$ cat src/rtl/assist_pkg.sv
package assist_pkg;

    typedef enum logic [1:0] {
        ST_OFF  = 2'd0,
        ST_ON   = 2'd1,
        ST_LOCK = 2'd2
    } assist_state_t;

    typedef struct packed {
        assist_state_t state;
        logic          exit_flag;
    } fsm_regs_t;

endpackage

$ cat src/rtl/assist_cmd_qual.sv
module assist_cmd_qual #(
    parameter int FAULT_W = 4
) (
    input  logic               req_pin,
    input  logic               host_dis,
    input  logic [FAULT_W-1:0] fault_vec,
    output logic               cmd,
    output logic               fault_any
);

    assign cmd = req_pin & ~host_dis;

    generate
        if (FAULT_W == 1) begin : g_single
            assign fault_any = fault_vec[0];
        end else begin : g_multi
            assign fault_any = |fault_vec;
        end
    endgenerate

endmodule

$ cat src/rtl/assist_fsm.sv
module assist_fsm
    import assist_pkg::*;
(
    input  logic clk,
    input  logic rst_n,
    input  logic req_pin,
    input  logic cmd,
    input  logic fault_any,
    input  logic exit_clr,
    output logic active,
    output logic exit_flag,
    output logic enter,
    output logic leave
);

    fsm_regs_t fsm_d, fsm_q;

    always_comb begin
        fsm_d = fsm_q;
        enter = 1'b0;
        leave = 1'b0;
        case (fsm_q.state)
            ST_OFF: begin
                if (cmd && !fault_any) begin
                    fsm_d.state = ST_ON;
                    enter       = 1'b1;
                end
            end
            ST_ON: begin
                if (fault_any) begin
                    fsm_d.state = ST_LOCK;
                    leave       = 1'b1;
                end else if (!cmd) begin
                    fsm_d.state = ST_OFF;
                    leave       = 1'b1;
                end
            end
            ST_LOCK: begin
                if (!fault_any && !req_pin) begin
                    fsm_d.state = ST_OFF;
                end
            end
            default: fsm_d.state = ST_OFF;
        endcase
        if (exit_clr) begin
            fsm_d.exit_flag = 1'b0;
        end
        if (fsm_q.state == ST_ON && fault_any) begin
            fsm_d.exit_flag = 1'b1;
        end
    end

    always_ff @(posedge clk or negedge rst_n) begin
        if (!rst_n) begin
            fsm_q <= '{state: ST_OFF, exit_flag: 1'b0};
        end else begin
            fsm_q <= fsm_d;
        end
    end

    assign active    = (fsm_q.state == ST_ON);
    assign exit_flag = fsm_q.exit_flag;

    // a fault while active ends the mode and latches the flag
    assert_fault_exit_R4: assert property (@(posedge clk) disable iff (!rst_n)
        (active && fault_any) |=> (!active && exit_flag));

    // a normal exit leaves the flag as it was
    assert_normal_exit_R3: assert property (@(posedge clk) disable iff (!rst_n)
        (active && !fault_any && !cmd && !exit_clr) |=> (!active && exit_flag == $past(exit_flag)));

    // locked out while the pin has not been seen low
    assert_lockout_R8: assert property (@(posedge clk) disable iff (!rst_n)
        (fsm_q.state == ST_LOCK && req_pin) |=> !active);

    // a fault blocks entry
    assert_fault_blocks_R11: assert property (@(posedge clk) disable iff (!rst_n)
        (!active && fault_any) |=> !active);

    // a clear without a fault exit drops the flag
    assert_flag_clear_R10: assert property (@(posedge clk) disable iff (!rst_n)
        (exit_clr && !(active && fault_any)) |=> !exit_flag);

endmodule

$ cat src/rtl/assist_enable_keeper.sv
module assist_enable_keeper #(
    parameter int NUM_REG = 4
) (
    input  logic               clk,
    input  logic               rst_n,
    input  logic               active,
    input  logic               enter,
    input  logic               leave,
    input  logic               mon_we,
    input  logic [1:0]         mon_wdata,
    output logic [NUM_REG-1:0] reg_en,
    output logic               acok_mon_en,
    output logic               sys_mon_en
);

    localparam logic [NUM_REG-1:0] ALL_ON = {NUM_REG{1'b1}};

    typedef struct packed {
        logic [NUM_REG-1:0] reg_en;
        logic               acok;
        logic               sys;
        logic               saved_acok;
        logic               saved_sys;
    } keep_regs_t;

    keep_regs_t keep_d, keep_q;

    always_comb begin
        keep_d = keep_q;
        if (enter) begin
            keep_d.saved_acok = mon_we ? mon_wdata[0] : keep_q.acok;
            keep_d.saved_sys  = mon_we ? mon_wdata[1] : keep_q.sys;
            keep_d.acok       = 1'b0;
            keep_d.sys        = 1'b1;
            keep_d.reg_en     = '0;
        end else if (leave) begin
            keep_d.acok   = keep_q.saved_acok;
            keep_d.sys    = keep_q.saved_sys;
            keep_d.reg_en = ALL_ON;
        end else if (mon_we && !active) begin
            keep_d.acok = mon_wdata[0];
            keep_d.sys  = mon_wdata[1];
        end
    end

    always_ff @(posedge clk or negedge rst_n) begin
        if (!rst_n) begin
            keep_q <= '{reg_en: ALL_ON, acok: 1'b1, sys: 1'b0,
                        saved_acok: 1'b1, saved_sys: 1'b0};
        end else begin
            keep_q <= keep_d;
        end
    end

    assign reg_en      = keep_q.reg_en;
    assign acok_mon_en = keep_q.acok;
    assign sys_mon_en  = keep_q.sys;

    // entry forces the regulation and monitor overrides
    assert_entry_override_R5: assert property (@(posedge clk) disable iff (!rst_n)
        enter |=> (reg_en == '0 && !acok_mon_en && sys_mon_en));

    // exit brings every regulation function back
    assert_exit_restore_R6: assert property (@(posedge clk) disable iff (!rst_n)
        leave |=> (reg_en == ALL_ON));

    // host writes do not disturb the monitors while active
    assert_hold_monitors_R7: assert property (@(posedge clk) disable iff (!rst_n)
        (active && !leave) |=> ($stable(acok_mon_en) && $stable(sys_mon_en)));

endmodule

$ cat src/rtl/assist_mode_ctrl.sv
module assist_mode_ctrl #(
    parameter int FAULT_W = 4,
    parameter int NUM_REG = 4
) (
    input  logic               clk,
    input  logic               rst_n,
    input  logic               req_pin,
    input  logic               host_dis,
    input  logic [FAULT_W-1:0] fault_vec,
    input  logic               exit_clr,
    input  logic               mon_we,
    input  logic [1:0]         mon_wdata,
    output logic               assist_on,
    output logic               exit_flag,
    output logic               proc_hot_n,
    output logic [NUM_REG-1:0] reg_en,
    output logic               acok_mon_en,
    output logic               sys_mon_en
);

    logic cmd;
    logic fault_any;
    logic enter;
    logic leave;

    assist_cmd_qual #(.FAULT_W(FAULT_W)) u_qual (
        .req_pin   (req_pin),
        .host_dis  (host_dis),
        .fault_vec (fault_vec),
        .cmd       (cmd),
        .fault_any (fault_any)
    );

    assist_fsm u_fsm (
        .clk       (clk),
        .rst_n     (rst_n),
        .req_pin   (req_pin),
        .cmd       (cmd),
        .fault_any (fault_any),
        .exit_clr  (exit_clr),
        .active    (assist_on),
        .exit_flag (exit_flag),
        .enter     (enter),
        .leave     (leave)
    );

    assist_enable_keeper #(.NUM_REG(NUM_REG)) u_keep (
        .clk         (clk),
        .rst_n       (rst_n),
        .active      (assist_on),
        .enter       (enter),
        .leave       (leave),
        .mon_we      (mon_we),
        .mon_wdata   (mon_wdata),
        .reg_en      (reg_en),
        .acok_mon_en (acok_mon_en),
        .sys_mon_en  (sys_mon_en)
    );

    assign proc_hot_n = ~exit_flag;

    // processor-hot output mirrors the latched flag
    assert_prochot_R9: assert property (@(posedge clk) disable iff (!rst_n)
        proc_hot_n != exit_flag);

endmodule

$ cat config.mk
export PLATFORM = sky130hd
export DESIGN_NAME = assist_mode_ctrl
export DESIGN_NICKNAME = d
export VERILOG_FILES = /design/src/rtl/assist_pkg.sv /design/src/rtl/assist_cmd_qual.sv /design/src/rtl/assist_fsm.sv /design/src/rtl/assist_enable_keeper.sv /design/src/rtl/assist_mode_ctrl.sv
export SDC_FILE = /design/constraint.sdc
export NUM_CORES = 1
export LEC_CHECK = 0
export ABC_AREA = 1
export BUFFER_PORTS_ARGS = -buffer_cell sky130_fd_sc_hd__buf_4
export CAP_MARGIN = 20
export CORE_AREA = 2 2 39 41
export DETAILED_ROUTE_END_ITERATION = 16
export DIE_AREA = 0 0 41 43
export PLACE_DENSITY_LB_ADDON = 0.25
export SKIP_CTS_REPAIR_TIMING = 1
export SLEW_MARGIN = 40
export SYNTH_ARGS = -nofsm -noshare
export SYNTH_HDL_FRONTEND = slang
export SYNTH_SLANG_ARGS = --single-unit
$ cat constraint.sdc
create_clock -name clk -period 2.35 [get_ports clk]
set_clock_uncertainty 0.05 [all_clocks]
set_input_delay 0.47 -clock clk [delete_from_list [all_inputs] [get_ports clk]]
set_output_delay 0.47 -clock clk [all_outputs]
set_load 0.03 [all_outputs]
== Word level (Yosys, flattened, before mapping) ==
Index checks and enable logic that the tools add are counted.
Cells by class
  mux-type cells: 18
  bitwise operators: 3
  reduce and logical (&&, ||, !) cells: 13
  eq/ne operators: 5
Operators with widths (count)
  $mux 2: 6
  $mux 1: 9
  $mux 6: 1
  $pmux 2 s3: 1
  $logic_and 1x1->1: 4
  $mux 4: 1
  $ne 2x1->1 const B: 2
  $reduce_bool 2->1: 2
  $reduce_or 4->1: 1
  $logic_not 1->1: 3
  $ne 3x3->1 const B: 1
  $reduce_and 3->1: 1
  $reduce_bool 3->1: 1
  $eq 2x1->1 const B: 1
  $eq 2x2->1 const B: 1
  $logic_not 2->1: 1
  $not 1->1: 2
  $and 1x1->1: 1
Storage, ports and cells
  bits of input ports: 12
  output and inout bits: 9
  logic and storage cells: 46
  register bits after elaboration: 11

== Logic depth before layout (Yosys ltp) ==
Gate-level depths: netlist of the first run.
  word-level depth: 7
  mapped depth: 8
  mapped depth without buffers: 8

== Modules after synthesis ==
A second synthesis of the first run with hierarchy kept.
Second synthesis, totals
  cell total of the unflattened synthesis: 64
  area, all modules: 449.2 um2
Modules (own cells, without submodules)
  assist_enable_keeper: cells each 38, instances 1, area an instance 280.3 um2, seq. area each 128.9 um2
  assist_fsm: cells each 20, instances 1, area an instance 146.4 um2, seq. area each 75.1 um2
  assist_cmd_qual: cells each 5, instances 1, area an instance 18.8 um2, seq. area each 0.0 um2
  assist_mode_ctrl: cells each 1, instances 1, area an instance 3.8 um2, seq. area each 0.0 um2

== Worst setup path after synthesis of the first run ==
No wires, ideal clock.
  kind: reg2out
  start point: register u_fsm.fsm_q, in the netlist u_fsm.exit_flag
  end point: output proc_hot_n
  data arrival time: 0.728 ns
  setup slack: 1.102 ns
  cell stages (with the launch flop): 2
  data required time: 1.830 ns
  buffers on the path: 0
  path through: dfrtp_1 -> inv_1
On the way
  longest elaborated chain between the ends: 1
Ends and longest elaborated chain
  start: declaration: RTL line assist_fsm.sv:16  | fsm_regs_t fsm_d, fsm_q;
  start signal: assignment: RTL line assist_fsm.sv:55  | fsm_q <= '{state: ST_OFF, exit_flag: 1'b0};
  start signal: assignment: RTL line assist_fsm.sv:57  | fsm_q <= fsm_d;
  $not 1->1: RTL line assist_mode_ctrl.sv:60  | assign proc_hot_n = ~exit_flag;
  end: declaration: RTL line assist_mode_ctrl.sv:15  | output logic proc_hot_n,
No other way between the ends.

== Worst setup path in the final report of the first run ==
  start point: register u_fsm.fsm_q[2] (netlist bit)
  end point: output assist_on
On the way
  longest elaborated chain between the ends: 1
Ends and longest elaborated chain
  $eq 2x1->1: RTL line assist_fsm.sv:61  | assign active = (fsm_q.state == ST_ON);
  end: declaration: RTL line assist_mode_ctrl.sv:13  | output logic assist_on,
No other way between the ends.

==> flow_summary.json, run 1 <==
{
  "outcome": "finished, final reports clean",
  "htree_num_levels": 1,
  "fin_nets": 92,
  "hold_viol_final": 0,
  "fillers": 136,
  "power.density_nw_per_um2": 635,
  "mostFrequentLayoutCells": "buf_4, nand2_1, dfrtp_1",
  "cts_tree": "yes",
  "synth_seq_cells": 8,
  "seqCellArea_um2": 204,
  "ir_drop_mv": 0.332,
  "fin_tns_setup_ns": 0,
  "first_pass_iters": 4,
  "synth_cell_type_count": 21,
  "post-route-min-period_ns": 1.63,
  "initialDrtViolationCount": 15,
  "cp_cell_sequence": "nor2_4 > buf_4",
  "end_kind": "primary output",
  "finalCritPeriodShare": 0.695,
  "antenna_cells": 0,
  "slew_headroom": 0.800,
  "slew_viol_final": 0,
  "drive_gt1_frac": 0.494,
  "root_buffer": "clkbuf_4",
  "track_usage": 0.144,
  "fin_hold_ws_ns": 0.358,
  "dieArea_um2": 1760,
  "clockBufferDepth": 2,
  "design_area_um2": 696,
  "rsz0062_at_grt": "no",
  "die_h_um": 43,
  "synthesis.area_um2": 519,
  "die_x_um": 41,
  "grt_pass1_wl_um": 1680,
  "critPathRequiredTime_ns": 1.83,
  "postSynthCellCount": 58,
  "critPathMaxFanout": 5,
  "synthToLayoutAreaGrowth_pct": 34.0,
  "grt_pass1_vias": 419,
  "io_pins": 21,
  "min-delay-path-class": "input pin to flop",
  "vias": 454,
  "clock-sinks": 8,
  "critPathKind": "flop to primary output",
  "placeableCoreArea_um2": 1380,
  "start_util": 0.375,
  "multiInputGateArea_um2": 263,
  "syn_avg_cell_area_um2": 8.95,
  "maxCapViolations": 0,
  "numPortBuffers": 20,
  "grt_max_degree": 10,
  "vias_per_cell": 4.78,
  "numCtsBuffers": 3,
  "max_freq_mhz": 612,
  "tightest_slew_ns": 0.299,
  "setup_viol": 0,
  "slowest_delay_ns": 0.45,
  "routabilityCongestion": 0.758,
  "p_leak_nw": 0.353,
  "rows": 14,
  "antenna_found_initial": 0,
  "synth_nets": 70,
  "insertion_delay_ns": 0.26,
  "final_common_cell": "buf_4",
  "ant_nets": 0,
  "clk_pin_slew_ns": 0.06,
  "dp_hpwl_um": 800,
  "crit_path_start_kind": "flop",
  "critPathSlowestCell": "dfrtp_1",
  "seq_area_frac_synth": 0.393,
  "cp_data_arrival_time_ns": 1.11,
  "total_power_mw": 0.442,
  "postPlaceCellArea_um2": 659,
  "wl_per_cell_um": 10.7,
  "overflow": 0,
  "yosysWarnings": 0,
  "drcViolationCount": 0,
  "drt-total-wl_um": 1020
}
[routing by layer]
layer | global-route usage | vias up | part of all wire
li1 | - | 229 | -
met1 | 0.191 | 203 | 0.43
met2 | 0.197 | 18 | 0.45
met3 | 0.0366 | 4 | 0.092
met4 | 0.100 | 0 | 0.025
met5 | 0 | - | 0
[cells in the mapped netlist (all sizes together)]
| library cell | instances | area share |
|---|---|---|
| buf | 4 | 0.058 |
| nand3 | 5 | 0.082 |
| o211ai | 1 | 0.014 |
| nand4 | 3 | 0.065 |
| nor2 | 7 | 0.13 |
| a21oi | 1 | 0.0096 |
| o21ai | 6 | 0.058 |
| dfrtp | 5 | 0.24 |
| nand2 | 17 | 0.15 |
| dfstp | 3 | 0.15 |
| inv | 6 | 0.043 |
[worst paths after layout]
kind	from	end	slack, ns	cells past startpoint
max	u_fsm.fsm_q[2]$_DFFE_PN0P_	assist_on	0.72	2
max in group asynchronous	rst_n	u_keep.keep_q[1]$_DFFE_PN1P_	1.52	2
min reg2reg	u_keep.keep_q[1]$_DFFE_PN1P_	u_keep.keep_q[1]$_DFFE_PN1P_	0.43	2
max reg2reg	u_fsm.fsm_q[2]$_DFFE_PN0P_	u_keep.sys_mon_en$_DFFE_PN0P_	1.19	4
min	exit_clr	u_fsm.exit_flag$_DFFE_PN0P_	0.36	2
min in group asynchronous	rst_n	u_fsm.exit_flag$_DFFE_PN0P_	0.51	2
[power by group]
group	switching [mW]	total [mW]	internal (mW)	leakage, nW
registers	0.0184	0.182	0.163	0.0973
clock network	0.0523	0.118	0.0653	0.0150
logic	0.0856	0.143	0.0570	0.241
[stage by stage]
step | util | std cells | setup WS, ns
global placement | 0.476 | 90 | 0.996
detailed placement | 0.476 | 90 | 0.984
CTS | 0.495 | 94 | 0.713
finish | 0.503 | 95 | 0.716
global route | 0.503 | 95 | 0.655
floorplan | - | 58 | 1.10
[critical path: cells and delay by family, from the launching register on]
| family | cells | cell delay (ns) |
|---|---|---|
| simple gates | 1 | 0.21 |
| flops | 1 | 0.45 |
| buf+inv | 1 | 0.19 |
[layout make-up]
class / count / share of cell area
multi-input cells: 40 / 0.378
flip-flops and latches: 8 / 0.293
inverters: 6 / 0.0324
clock buffers: 4 / 0.0378
repair buffers: 21 / 0.230
well taps: 16 / 0.0288
[sequential cells by signal, summed over array words and instances (netlist names)]
register,count
u_fsm.exit_flag,1
u_fsm.fsm_q,2
u_keep.reg_en,1
u_keep.acok_mon_en,1
u_keep.sys_mon_en,1
u_keep.keep_q,2
[cells by family (layout without fill, tap and decap cells)]
logic type             count (synthesis)  in the layout  share of synthesized area
flip-flops                             8              8                      0.393
AO/OA/AOI/OAI                          8              8                     0.0819
buffers and inverters                 10             31                      0.101
AND/OR/NAND/NOR                       32             32                      0.424
Power figures use the tool's default switching activity.
==> run 2, diff against run 1 <==
--- a/config.mk
+++ b/config.mk
@@ -8,9 +8,9 @@
 export ABC_AREA = 1
 export BUFFER_PORTS_ARGS = -buffer_cell sky130_fd_sc_hd__buf_4
 export CAP_MARGIN = 20
-export CORE_AREA = 2 2 39 41
+export CORE_MARGIN = 2
+export CORE_UTILIZATION = 40
 export DETAILED_ROUTE_END_ITERATION = 16
-export DIE_AREA = 0 0 41 43
 export PLACE_DENSITY_LB_ADDON = 0.25
 export SKIP_CTS_REPAIR_TIMING = 1
 export SLEW_MARGIN = 40
==> constraint.sdc (replaced) <==
create_clock -name clk -period 1.35 [get_ports clk]
set_clock_uncertainty 0.05 [all_clocks]
set_input_delay 0.27 -clock clk [delete_from_list [all_inputs] [get_ports clk]]
set_output_delay 0.27 -clock clk [all_outputs]
set_load 0.03 [all_outputs]
==> run 2 against run 1 <==
Effect of this change:
- the run now ends with setup timing left
- power rose by 81%
- largest cell class unchanged
- combinational power grew 86%
- setup slack lost 0.73 ns
- sequential share of layout area shrank 1.4 points
- worst hold slack got worse by 0.22 ns
- non-clock buffer count up 4
- die area decreased by 9.1%
- highest routed layer unchanged
==> flow_summary.json, run 2 (same netlist as run 1, synthesis figures left out) <==
{
  "outcome": "finished with violations",
  "violations": "setup timing",
  "insertion_delay_ns": 0.26,
  "grt_pass1_wl_um": 1600,
  "vias": 461,
  "ant_nets": 0,
  "synthToLayoutAreaGrowth_pct": 41.7,
  "drive_gt1_frac": 0.530,
  "dpl.cell_count": 88,
  "overflow": 0,
  "instances_no_fill": 97,
  "cp_cell_sequence": "nor2_4 > buf_6",
  "grt_pass1_vias": 361,
  "start_util": 0.449,
  "root_buffer": "clkbuf_4",
  "clock-sinks": 8,
  "initialDrtViolationCount": 11,
  "first_pass_iters": 5,
  "routabilityCongestion": 0.767,
  "min-delay-path-class": "input pin to flop",
  "slew_viol_final": 0,
  "drcViolationCount": 0,
  "clk_pin_slew_ns": 0.07,
  "grt_max_degree": 10,
  "slowest_delay_ns": 0.45,
  "reg_top3": "u_fsm.fsm_q: 2 flops, u_keep.keep_q: 2 flops",
  "htree_num_levels": 1,
  "final_common_cell": "buf_4",
  "critPathRequiredTime_ns": 1.03,
  "slew_headroom": 0.832,
  "placeableCoreArea_um2": 1160,
  "crit_path_start_kind": "flop",
  "wl_per_cell_um": 11.1,
  "die_x_um": 40.0,
  "cts_tree": "yes",
  "dieArea_um2": 1600,
  "critPathKind": "flop to primary output",
  "antenna_found_initial": 0,
  "post-route-min-period_ns": 1.37,
  "finalCritPeriodShare": 1.01,
  "dp_hpwl_um": 779,
  "fin_tns_setup_ns": -0.0154,
  "end_kind": "primary output",
  "tightest_slew_ns": 0.250,
  "max_freq_mhz": 732,
  "cp_data_arrival_time_ns": 1.05,
  "clockBufferDepth": 2,
  "track_usage": 0.169,
  "rows": 12,
  "numPortBuffers": 20,
  "power.density_nw_per_um2": 1090,
  "critPathMaxFanout": 5,
  "p_leak_nw": 0.374,
  "ir_drop_mv": 0.609,
  "mostFrequentLayoutCells": "buf_4, nand2_1, inv_1, dfrtp_1",
  "io_pins": 21,
  "fin_nets": 96,
  "hold_viol_final": 0,
  "vias_per_cell": 4.75,
  "setup_ws_ns": -0.0154,
  "numCtsBuffers": 3,
  "maxCapViolations": 0,
  "drt-total-wl_um": 1080,
  "critPathSlowestCell": "dfrtp_2",
  "die_h_um": 40.0,
  "setup_viol": 1,
  "antenna_cells": 0,
  "rsz0062_at_grt": "yes"
}
==> run 2: area by class of cell <==
cell class	count	area (um^2)
clock buffers	4	26.3
fillers	94	420
inverters	6	22.5
multi-input cells	40	263
flip-flops and latches	8	205
well taps	14	17.5
repair buffers	25	201
==> run 2: path summary, 6_finish.rpt <==
path / start / end / slack (ns) / cells after the start
min reg2reg: u_keep.keep_q[1]$_DFFE_PN1P_ / u_keep.keep_q[1]$_DFFE_PN1P_ / 0.43 / 2
min: exit_clr / u_fsm.exit_flag$_DFFE_PN0P_ / 0.14 / 2
min in group asynchronous: rst_n / u_keep.keep_q[0]$_DFFE_PN0P_ / 0.29 / 2
max reg2reg: u_fsm.fsm_q[1]$_DFFE_PN0P_ / u_keep.sys_mon_en$_DFFE_PN0P_ / 0.20 / 6
max in group asynchronous: rst_n / u_keep.acok_mon_en$_DFFE_PN1P_ / 0.73 / 2
max: u_fsm.fsm_q[2]$_DFFE_PN0P_ / assist_on / -0.02 / 2
==> run 2: routing by layer <==
metal	track usage	wire [um]
met5	0	0
met4	0.155	42
met3	0.0833	69
met1	0.180	449
met2	0.242	513
==> run 2: critical path: cells and delay by family (launching register included) <==
family	cells	cell delay, ns
DFF	1	0.45
buffers and inverters	1	0.16
and+or+nand+nor	1	0.18
==> run 2: stage by stage <==
| step | utilization | setup slack, ns | area [um^2] | hold slack [ns] | power (mW) |
|---|---|---|---|---|---|
| 2_1_floorplan | - | 0.154 | 519 | -0.0756 | 0.501 |
| 4_1_cts | 0.591 | -0.0854 | 683 | -0.255 | 0.783 |
| 5_1_grt | 0.636 | -0.0659 | 736 | 0.153 | 0.845 |
| 3_5_place_dp | 0.568 | 0.190 | 657 | 0.0457 | 0.568 |
| 6_report | 0.636 | -0.0154 | 736 | 0.140 | 0.799 |
| 3_3_place_gp | 0.568 | 0.206 | 657 | 0.0423 | 0.566 |
==> run 2: power breakdown <==
part	internal, mW	switching (mW)	total [mW]	leakage (nW)
combinational	0.115	0.150	0.266	0.263
sequential	0.286	0.0354	0.321	0.0960
clock	0.114	0.0988	0.213	0.0150
==> run 3, diff against run 2 <==
--- a/config.mk
+++ b/config.mk
@@ -8,9 +8,9 @@
 export ABC_AREA = 1
 export BUFFER_PORTS_ARGS = -buffer_cell sky130_fd_sc_hd__buf_4
 export CAP_MARGIN = 20
-export CORE_MARGIN = 2
-export CORE_UTILIZATION = 40
+export CORE_AREA = 2 2 39 41
 export DETAILED_ROUTE_END_ITERATION = 16
+export DIE_AREA = 0 0 41 43
 export PLACE_DENSITY_LB_ADDON = 0.25
 export SKIP_CTS_REPAIR_TIMING = 1
 export SLEW_MARGIN = 40
==> constraint.sdc (replaced) <==
create_clock -name clk -period 1.3 [get_ports clk]
set_clock_uncertainty 0.05 [all_clocks]
set_input_delay 0.26 -clock clk [delete_from_list [all_inputs] [get_ports clk]]
set_output_delay 0.26 -clock clk [all_outputs]
set_load 0.03 [all_outputs]
==> run 3 against run 2 <==
Effect of this change:
- the run now ends clean
- global-route usage fell by 2.7 points
- clock power fell by 2%
- routed wire length fell by 8.2%
- cell area fell by 3.7%
- worst hold slack improved by 0.017 ns
- register-to-register slack got worse by 0.08 ns
- setup slack improved by 0.029 ns
- sequential power rose by 2%
- first-iteration DRC count rose by 82%
- utilization fell by 12 points
- sequential cell count did not move
- largest cell class unchanged
==> flow_summary.json, run 3 (same netlist as run 1, synthesis figures left out) <==
{
  "hold_path_depth": 2,
  "critPathKind": "flop to primary output",
  "power.density_nw_per_um2": 1120,
  "ff2ff_setup_slack_ns": 0.12,
  "finalCritPeriodShare": 0.990,
  "cp_data_arrival_time_ns": 0.98,
  "reg_top3": "u_fsm.fsm_q: 2 flops, u_keep.keep_q: 2 flops",
  "synthToLayoutAreaGrowth_pct": 36.4,
  "grt_max_degree": 10,
  "drcViolationCount": 0,
  "rows": 14,
  "clock-sinks": 8,
  "slew_viol_final": 0,
  "fin_nets": 93,
  "root_buffer": "clkbuf_4",
  "path_buf_inv": 1,
  "numCtsBuffers": 3,
  "drive_gt1_frac": 0.513,
  "hold_viol_final": 0,
  "initialDrtViolationCount": 20,
  "design_area_um2": 708,
  "p_leak_nw": 0.357,
  "cts_tree": "yes",
  "dpl_worst_slack_ns": 0.115,
  "end_kind": "primary output",
  "setup_ws_ns": 0.0134,
  "wl_per_cell_um": 10.3,
  "slowest_delay_ns": 0.56,
  "drt-total-wl_um": 987,
  "clk_pin_slew_ns": 0.06,
  "io_pins": 21,
  "final_common_cell": "buf_4",
  "mostFrequentLayoutCells": "buf_4, nand2_1, inv_1, dfrtp_1",
  "maxCapViolations": 0,
  "multiInputGateArea_um2": 263,
  "overflow": 0,
  "ant_nets": 0,
  "grt_pass1_wl_um": 1660,
  "fin_hold_ws_ns": 0.157,
  "min-delay-path-class": "input pin to flop",
  "critical_path.top_delay_family": "flip-flops",
  "cp.depth": 1,
  "grt_pass1_vias": 403,
  "insertion_delay_ns": 0.26,
  "instances_no_fill": 96,
  "slew_headroom": 0.802,
  "crit_path_start_kind": "flop",
  "tightest_slew_ns": 0.295,
  "die_h_um": 43,
  "first_pass_iters": 6,
  "postPlaceCellArea_um2": 659,
  "outcome": "finished, final reports clean",
  "htree_num_levels": 1,
  "max_freq_mhz": 777,
  "total_power_mw": 0.795,
  "dpl.cell_count": 90,
  "seqCellArea_um2": 205,
  "critPathRequiredTime_ns": 0.99,
  "critPathMaxFanout": 5,
  "vias": 444,
  "clockBufferDepth": 2,
  "die_x_um": 41,
  "antenna_found_initial": 0,
  "antenna_cells": 0,
  "reg2reg_depth": 7,
  "setup_viol": 0,
  "cp_cell_sequence": "buf_4",
  "fin_tns_setup_ns": 0,
  "critPathSlowestCell": "dfstp_2",
  "fillers": 131,
  "placeableCoreArea_um2": 1380,
  "numPortBuffers": 20,
  "start_util": 0.375,
  "routabilityCongestion": 0.759,
  "dieArea_um2": 1760,
  "vias_per_cell": 4.63,
  "rsz0062_at_grt": "yes",
  "track_usage": 0.142,
  "ir_drop_mv": 0.595,
  "post-route-min-period_ns": 1.29,
  "final_core_util": 0.512
}
-- run 3: worst reg2reg max path: stages, from the launching register on --
cell,delay (ns)
dfrtp_2,0.45
nor2_4,0.12
buf_4,0.14
nand2_4,0.08
nand2_2,0.07
nand3_2,0.05
nand2_1,0.06
nand2_1,0.05
-- run 3: final cells by class --
| type | count | share of cell area |
|---|---|---|
| multi-input combinational | 40 | 0.371 |
| sequential | 8 | 0.290 |
| timing repair buffer | 22 | 0.242 |
| clock buffer | 4 | 0.0371 |
| inverter | 6 | 0.0318 |
| tap | 16 | 0.0283 |
-- run 3: path summary, 6_finish.rpt --
kind / to / start
hold reg to reg: u_keep.keep_q[1]$_DFFE_PN1P_ / u_keep.keep_q[1]$_DFFE_PN1P_
setup / recovery: reg_en[2] / u_keep.reg_en[2]$_DFFE_PN1P_
setup reg to reg: u_keep.sys_mon_en$_DFFE_PN0P_ / u_fsm.fsm_q[2]$_DFFE_PN0P_
min in group asynchronous: u_fsm.fsm_q[1]$_DFFE_PN0P_ / rst_n
hold / removal: u_fsm.exit_flag$_DFFE_PN0P_ / exit_clr
max in group asynchronous: u_keep.keep_q[1]$_DFFE_PN1P_ / rst_n
-- run 3: layer usage --
layer	track usage	wire [um]	vias up
met1	0.183	435	190
li1	-	-	233
met3	0.0314	87	2
met5	0	0	-
met4	0.100	8	0
met2	0.200	455	19
-- run 3: power breakdown --
group / switching, mW / internal [mW] / total (mW)
sequential: 0.0323 / 0.297 / 0.329
clock: 0.0903 / 0.118 / 0.208
combinational: 0.155 / 0.104 / 0.258
total: 0.277 / 0.518 / 0.795
